`src/rtl/spi_fe_pkg.sv`:
```
package spi_fe_pkg;

  typedef enum logic [2:0] {
    ST_OPC,
    ST_ADDR,
    ST_DUMMY,
    ST_DATA,
    ST_SKIP
  } fe_state_e;

  typedef struct packed {
    logic       known;
    logic [1:0] n_addr;
    logic       dummy;
    logic       stream;
  } frame_t;

  function automatic frame_t frame_lookup(input logic [7:0] op);
    frame_t f;
    f = '0;
    case (op)
      8'h0B:                             f = '{known: 1'b1, n_addr: 2'd3, dummy: 1'b1, stream: 1'b1};
      8'h03:                             f = '{known: 1'b1, n_addr: 2'd3, dummy: 1'b0, stream: 1'b1};
      8'h20, 8'h52, 8'hD8, 8'h36, 8'h39,
      8'h02:                             f = '{known: 1'b1, n_addr: 2'd3, dummy: 1'b0, stream: 1'b0};
      8'h06, 8'h04, 8'hB9, 8'hAB, 8'h60,
      8'hC7, 8'h05, 8'h9F, 8'h01:        f = '{known: 1'b1, n_addr: 2'd0, dummy: 1'b0, stream: 1'b0};
      default:                           f = '0;
    endcase
    return f;
  endfunction

endpackage

```
`src/rtl/spi_fe_shift.sv`:
```
module spi_fe_shift (
  input  logic       clk_i,
  input  logic       rst_ni,
  input  logic       cs_ni,
  input  logic       sck_i,
  input  logic       si_i,
  output logic       sck_fall_o,
  output logic       cs_rel_o,
  output logic [2:0] bit_cnt_o,
  output logic       byte_v_o,
  output logic [7:0] byte_o
);
  logic       sck_q, cs_q;
  logic [6:0] sr;
  logic       sck_rise;

  assign sck_rise   = sck_i & ~sck_q & ~cs_ni;
  assign sck_fall_o = ~sck_i & sck_q & ~cs_ni;
  assign cs_rel_o   = cs_ni & ~cs_q;

  always_ff @(posedge clk_i or negedge rst_ni) begin
    if (!rst_ni) begin
      sck_q     <= 1'b0;
      cs_q      <= 1'b1;
      sr        <= '0;
      bit_cnt_o <= '0;
      byte_v_o  <= 1'b0;
      byte_o    <= '0;
    end else begin
      sck_q    <= sck_i;
      cs_q     <= cs_ni;
      byte_v_o <= 1'b0;
      if (cs_ni) begin
        bit_cnt_o <= '0;
      end else if (sck_rise) begin
        sr        <= {sr[5:0], si_i};
        bit_cnt_o <= bit_cnt_o + 3'd1;
        if (bit_cnt_o == 3'd7) begin
          byte_v_o <= 1'b1;
          byte_o   <= {sr, si_i};
        end
      end
    end
  end
endmodule

```
`src/rtl/spi_fe_seq.sv`:
```
module spi_fe_seq
  import spi_fe_pkg::*;
#(
  parameter int ADDR_W   = 24,
  parameter int ARRAY_AW = 20
) (
  input  logic                clk_i,
  input  logic                rst_ni,
  input  logic                cs_ni,
  input  logic                cs_rel_i,
  input  logic [2:0]          bit_cnt_i,
  input  logic                byte_v_i,
  input  logic [7:0]          byte_i,
  output logic                cmd_valid_o,
  output logic [7:0]          cmd_o,
  output logic [ADDR_W-1:0]   addr_o,
  output logic                data_valid_o,
  output logic [7:0]          data_o,
  output logic                end_o,
  output logic                end_aligned_o,
  output logic                stream_o,
  output logic                start_o,
  output logic [ARRAY_AW-1:0] start_addr_o
);
  localparam int PadW = ADDR_W - ARRAY_AW;

  fe_state_e           state;
  frame_t              frame_q, frm;
  logic [7:0]          opc;
  logic [1:0]          acnt;
  logic [ARRAY_AW-1:0] addr_acc, addr_nxt;
  logic                hdr_last;

  assign frm      = frame_lookup(byte_i);
  assign addr_nxt = ARRAY_AW'({addr_acc, byte_i});
  assign hdr_last = (state == ST_ADDR && acnt == 2'd1 && !frame_q.dummy) || state == ST_DUMMY;
  assign stream_o = state == ST_DATA && frame_q.known && frame_q.stream;
  assign start_o  = byte_v_i && !cs_ni && frame_q.stream && hdr_last;
  assign start_addr_o = (state == ST_DUMMY) ? addr_acc : addr_nxt;

  always_ff @(posedge clk_i or negedge rst_ni) begin
    if (!rst_ni) begin
      state         <= ST_OPC;
      frame_q       <= '0;
      opc           <= '0;
      acnt          <= '0;
      addr_acc      <= '0;
      cmd_valid_o   <= 1'b0;
      cmd_o         <= '0;
      addr_o        <= '0;
      data_valid_o  <= 1'b0;
      data_o        <= '0;
      end_o         <= 1'b0;
      end_aligned_o <= 1'b0;
    end else begin
      cmd_valid_o  <= 1'b0;
      data_valid_o <= 1'b0;
      end_o        <= 1'b0;
      if (cs_rel_i) begin
        end_o         <= state == ST_DATA;
        end_aligned_o <= bit_cnt_i == 3'd0;
      end
      if (cs_ni) begin
        state   <= ST_OPC;
        frame_q <= '0;
      end else if (byte_v_i) begin
        case (state)
          ST_OPC: begin
            if (!frm.known) begin
              state <= ST_SKIP;
            end else begin
              opc     <= byte_i;
              frame_q <= frm;
              acnt    <= frm.n_addr;
              if (frm.n_addr == 2'd0) begin
                state       <= ST_DATA;
                cmd_valid_o <= 1'b1;
                cmd_o       <= byte_i;
                addr_o      <= '0;
              end else begin
                state <= ST_ADDR;
              end
            end
          end
          ST_ADDR: begin
            addr_acc <= addr_nxt;
            acnt     <= acnt - 2'd1;
            if (acnt == 2'd1) begin
              if (frame_q.dummy) begin
                state <= ST_DUMMY;
              end else begin
                state       <= ST_DATA;
                cmd_valid_o <= 1'b1;
                cmd_o       <= opc;
                addr_o      <= {{PadW{1'b0}}, addr_nxt};
              end
            end
          end
          ST_DUMMY: begin
            state       <= ST_DATA;
            cmd_valid_o <= 1'b1;
            cmd_o       <= opc;
            addr_o      <= {{PadW{1'b0}}, addr_acc};
          end
          ST_DATA: begin
            if (!frame_q.stream) begin
              data_valid_o <= 1'b1;
              data_o       <= byte_i;
            end
          end
          default: ;
        endcase
      end
    end
  end
endmodule

```
`src/rtl/spi_fe_rdstream.sv`:
```
module spi_fe_rdstream #(
  parameter int ARRAY_AW = 20
) (
  input  logic                clk_i,
  input  logic                rst_ni,
  input  logic                start_i,
  input  logic [ARRAY_AW-1:0] start_addr_i,
  input  logic                active_i,
  input  logic                sck_fall_i,
  input  logic [2:0]          bit_cnt_i,
  input  logic [7:0]          rd_data_i,
  output logic [ARRAY_AW-1:0] rd_addr_o,
  output logic                so_o
);
  logic [7:0] sr;

  assign so_o = sr[7];

  always_ff @(posedge clk_i or negedge rst_ni) begin
    if (!rst_ni) begin
      sr        <= '0;
      rd_addr_o <= '0;
    end else if (start_i) begin
      rd_addr_o <= start_addr_i;
    end else if (active_i && sck_fall_i) begin
      // byte boundary: fetch and advance, natural wrap at array top
      if (bit_cnt_i == 3'd0) begin
        sr        <= rd_data_i;
        rd_addr_o <= rd_addr_o + ARRAY_AW'(1);
      end else begin
        sr <= {sr[6:0], 1'b0};
      end
    end
  end
endmodule

```
`src/rtl/spi_flash_front.sv`:
```
module spi_flash_front #(
  parameter int ADDR_W   = 24,
  parameter int ARRAY_AW = 20
) (
  input  logic                clk_i,
  input  logic                rst_ni,
  input  logic                cs_ni,
  input  logic                sck_i,
  input  logic                si_i,
  output logic                so_o,
  output logic                so_oe_o,
  output logic                cmd_valid_o,
  output logic [7:0]          cmd_o,
  output logic [ADDR_W-1:0]   addr_o,
  output logic                data_valid_o,
  output logic [7:0]          data_o,
  output logic                end_o,
  output logic                end_aligned_o,
  output logic [ARRAY_AW-1:0] rd_addr_o,
  input  logic [7:0]          rd_data_i
);
  logic                sck_fall, cs_rel, byte_v, stream, start;
  logic [2:0]          bit_cnt;
  logic [7:0]          byte_w;
  logic [ARRAY_AW-1:0] start_addr;

  assign so_oe_o = stream;

  spi_fe_shift u_shift (
    .clk_i, .rst_ni, .cs_ni, .sck_i, .si_i,
    .sck_fall_o (sck_fall),
    .cs_rel_o   (cs_rel),
    .bit_cnt_o  (bit_cnt),
    .byte_v_o   (byte_v),
    .byte_o     (byte_w)
  );

  spi_fe_seq #(.ADDR_W(ADDR_W), .ARRAY_AW(ARRAY_AW)) u_seq (
    .clk_i, .rst_ni, .cs_ni,
    .cs_rel_i      (cs_rel),
    .bit_cnt_i     (bit_cnt),
    .byte_v_i      (byte_v),
    .byte_i        (byte_w),
    .cmd_valid_o, .cmd_o, .addr_o, .data_valid_o, .data_o,
    .end_o, .end_aligned_o,
    .stream_o      (stream),
    .start_o       (start),
    .start_addr_o  (start_addr)
  );

  spi_fe_rdstream #(.ARRAY_AW(ARRAY_AW)) u_rd (
    .clk_i, .rst_ni,
    .start_i      (start),
    .start_addr_i (start_addr),
    .active_i     (stream),
    .sck_fall_i   (sck_fall),
    .bit_cnt_i    (bit_cnt),
    .rd_data_i,
    .rd_addr_o,
    .so_o
  );
endmodule

```
`config.mk`:
```
export PLATFORM = sky130hd
export DESIGN_NAME = spi_flash_front
export DESIGN_NICKNAME = d
export VERILOG_FILES = /design/src/rtl/spi_fe_pkg.sv /design/src/rtl/spi_fe_shift.sv /design/src/rtl/spi_fe_seq.sv /design/src/rtl/spi_fe_rdstream.sv /design/src/rtl/spi_flash_front.sv
export SDC_FILE = /design/constraint.sdc
export NUM_CORES = 1
export LEC_CHECK = 0
export ABC_AREA = 1
export BUFFER_PORTS_ARGS = -buffer_cell sky130_fd_sc_hd__buf_2
export CAP_MARGIN = 25
export CORE_AREA = 2 2 154 111
export CTS_BUF_LIST = sky130_fd_sc_hd__clkbuf_8
export DETAILED_ROUTE_END_ITERATION = 12
export DIE_AREA = 0 0 156 113
export GPL_TIMING_DRIVEN = 0
export PLACE_DENSITY = 0.6
export SLEW_MARGIN = 10
export SYNTH_ARGS = -nofsm -noshare
export SYNTH_HDL_FRONTEND = slang
export SYNTH_SLANG_ARGS = --single-unit
```
`constraint.sdc`:
```
create_clock -name clk_i -period 3.9 [get_ports clk_i]
set_clock_uncertainty 0.1 [all_clocks]
set_input_delay 0.195 -clock clk_i [delete_from_list [all_inputs] [get_ports clk_i]]
set_output_delay 0.195 -clock clk_i [all_outputs]
set_load 0.1 [all_outputs]
```
==> impl_metrics.yaml <==
status:
  status: "finished clean"
synthesis:
  synth_ff_type: "dfrtp_1"
  synth_edf_count: 0
  syn_avg_cell_area_sq_um: 7.76
  synth_xor_area_share_pct: 1.11
  syn_inst: 815
  yosys_warnings: 0
  syn_area_sq_um: 6320
  synth_top_family_by_area: "simple AND/OR/NAND/NOR gates"
  synth.yosys.seq_area_share_pct: 49.5
  synthArstFlopShare_pct: 100
  synthMuxAreaShare_pct: 0
  synth_simple_gate_area_share_pct: 26.3
  synth-adder-area-share_pct: 0.989
  yosys_register_bits: 125
  yosysUniqueCellTypes: 40
  synth-compound-area-share_pct: 13.9
finish:
  layout_commonest_cell: "nand2_1"
  final_cell_mix: "nand2_1, dfrtp_1, o21ai_0"
  postLayoutCoreUtil_pct: 46.9
  antenna_cells: 0
  fillers: 1615
  syn2layout_area_growth_pct: 19.0
  fin_cells: 1142
  drive_above_1_share_pct: 16.4
  nNetsFinal: 942
sta:
  worstMarginPinSlew_ps: 709
  setup_violations: 0
  period_minus_slack_ps: 2280
  final.setup.tns_ps: 0
  finalHoldViolations: 0
  finalCritPeriodShare_pct: 58.4
  drv_slew: 0
  max_freq_mhz: 439
  slew_headroom_pct: 52.4
  rsz0062_at_grt: "no"
critical_path:
  rrSetupSlack_ps: 1650
  cp-end-kind: "flop"
  worstSetupPathType: "in -> reg"
  startpoint_type: "input pin"
  r2r_cells: 9
  required_ps: 4120
  crit_fanout: 10
  r2r_start: "u_shift.bit_cnt_o[0]$_DFFE_PN0P_"
  arrival_ps: 2500
  worstReg2RegEnd: "u_rd.rd_addr_o[14]$_DFFE_PN0P_"
route:
  dr.pass1.iters: 5
  vias: 5721
  drc: 0
  ant_nets: 0
  routed_wl_mm: 17.5
  drt_iter0_drc: 671
  wl_per_cell_microns: 15.3
  vias_per_cell: 5.01
global_route:
  grt_pass1_wl_mm: 28.2
  antenna_found_initial: 0
  overflow: 0
  track_usage_pct: 20.7
  grt_pass1_vias: 5190
  grt_max_degree: 80
floorplanning:
  dieHeight_microns: 113
  die_x_microns: 156
  die_area_sq_um: 17600
  pin_count: 79
  start_util_pct: 39.4
  core_area_sq_um: 16100
  rows: 39
clock_tree:
  clkSinkCount: 125
  post-cts-setup-buffer-count: 0
  htree_levels: 4
  cts_buffers: 17
  clk_pin_slew_ps: 80
  postCtsResizedCells: 0
  clkLatencyLatePin_ps: 450
  root_buffer: "clkbuf_8"
  ctsHoldBuffers: 12
  clock_path_buffers: 2
  cts_tree: "built"
place:
  port_buffers: 74
  globalplace.congestion: 0.929
  dp_cells: 1098
  dp_hpwl_mm: 12.6
power_and_ir_drop:
  ir_drop_mv: 0.194
  power_density_nw_per_um2: 359
  power_leakage_nw: 3.81
worst_hold_path:
  hold_class: "in -> async"
job:
  maxCapViolations: 0
-- stage by stage --
step	hold WS [ps]	cell area, sq um	setup slack [ps]	total power [mW]
6_report	143	7530	1620	2.71
5_1_grt	189	7530	1470	2.81
3_3_place_gp	217	6960	869	1.51
2_1_floorplan	-201	6340	1000	1.46
3_5_place_dp	61.1	7000	1700	1.51
4_1_cts	148	7530	1640	2.73
-- cell type report --
class	instances	area, sq um	share of cell area, %
tap	205	256	3.41
sequential	125	3130	41.6
clock buffer	18	248	3.29
multi-input combinational	577	2690	35.7
clock inverter	14	164	2.18
timing repair buffer	87	524	6.96
buffer	33	205	2.73
inverter	83	314	4.17
-- synth_stat cells (2+ instances only) --
cell type / count / area, sq um
a211oi_1: 5 / 37.5
a21oi_1: 9 / 45.0
a31oi_1: 12 / 75.1
buf_2: 4 / 20.0
buf_4: 6 / 45.0
buf_6: 5 / 56.3
clkbuf_1: 17 / 63.8
dfrtp_1: 124 / 3100
ha_1: 5 / 62.6
inv_1: 73 / 274
inv_2: 8 / 30.0
nand2_1: 273 / 1020
nand2_2: 17 / 106
nand3_1: 18 / 90.1
nand4_1: 10 / 62.6
nor2_1: 65 / 244
nor2_2: 3 / 18.8
nor3_1: 10 / 50.1
o211ai_1: 6 / 45.0
o21ai_0: 90 / 450
o21ai_1: 8 / 40.0
o22ai_1: 22 / 138
or2_2: 2 / 12.5
xnor2_1: 5 / 43.8
xor2_1: 3 / 26.3
-- worst max-delay path, stage by stage --
cell and delay, ps:
dlygate4sd3_1 530, buf_2 190, nor2_4 220, inv_1 100
nor3_1 560, inv_1 270, clkbuf_1 260, nand2_1 90
o21ai_0 70
-- routing by layer --
| layer | wire, microns | track usage, % | part of all wire (%) | up-vias |
|---|---|---|---|---|
| li1 | - | - | - | 2853 |
| met1 | 9410 | 33.5 | 54 | 2657 |
| met2 | 6540 | 26.5 | 37 | 194 |
| met3 | 1320 | 5.63 | 7.6 | 17 |
| met4 | 183 | 5.44 | 1.0 | 0 |
| met5 | 0 | 0 | 0 | - |
-- report_power, final --
group          switching (mW)  total, mW  internal [mW]
clock                   0.516       1.21          0.696
combinational           0.123      0.160         0.0375
sequential             0.0129       1.33           1.32
total                   0.652       2.71           2.05
-- how the worst max path moves through the flow --
stage / depth (start not counted) / end / slack, ps / from
after global routing: 9 / u_seq.data_o[3]$_DFFE_PN0P_ / 1470 / cs_ni
final: 9 / u_seq.data_o[3]$_DFFE_PN0P_ / 1620 / cs_ni
after detailed placement: 5 / u_seq.data_o[1]$_DFFE_PN0P_ / 1700 / u_seq.state[1]$_DFFE_PN0P_
after global placement: 1 / u_rd.sr[0]$_DFFE_PN0P_ / 870 / rst_ni
after floorplan: 3 / so_oe_o / 1000 / u_seq.state[2]$_DFFE_PN0P_
after CTS: 8 / u_seq.data_o[1]$_DFFE_PN0P_ / 1640 / cs_ni
-- flip-flops by register name, indices dropped and copies added (netlist names) --
name / count
u_rd.rd_addr_o: 20
u_seq.addr_acc: 20
u_seq.addr_o: 20
u_rd.sr: 8
u_seq.cmd_o: 8
u_seq.data_o: 8
u_seq.opc: 8
u_shift.byte_o: 8
u_shift.sr: 7
u_seq.frame_q: 3
u_seq.state: 3
u_shift.bit_cnt_o: 3
u_seq.acnt: 2
u_seq.cmd_valid_o: 1
u_seq.data_valid_o: 1
u_seq.end_aligned_o: 1
u_seq.end_o: 1
u_shift.byte_v_o: 1
u_shift.cs_q: 1
u_shift.sck_q: 1
-- cell families (layout without fill, tap and decap cells) --
logic type / after synthesis / after routing
AND/OR/NAND/NOR: 403 / 403
AO/OA/AOI/OAI: 157 / 157
flip-flops: 125 / 125
buffers and inverters: 116 / 235
XOR/XNOR: 8 / 8
adder cells (fa/ha/maj): 5 / 5
other: 1 / 4
(Power assumes the default switching activity.)
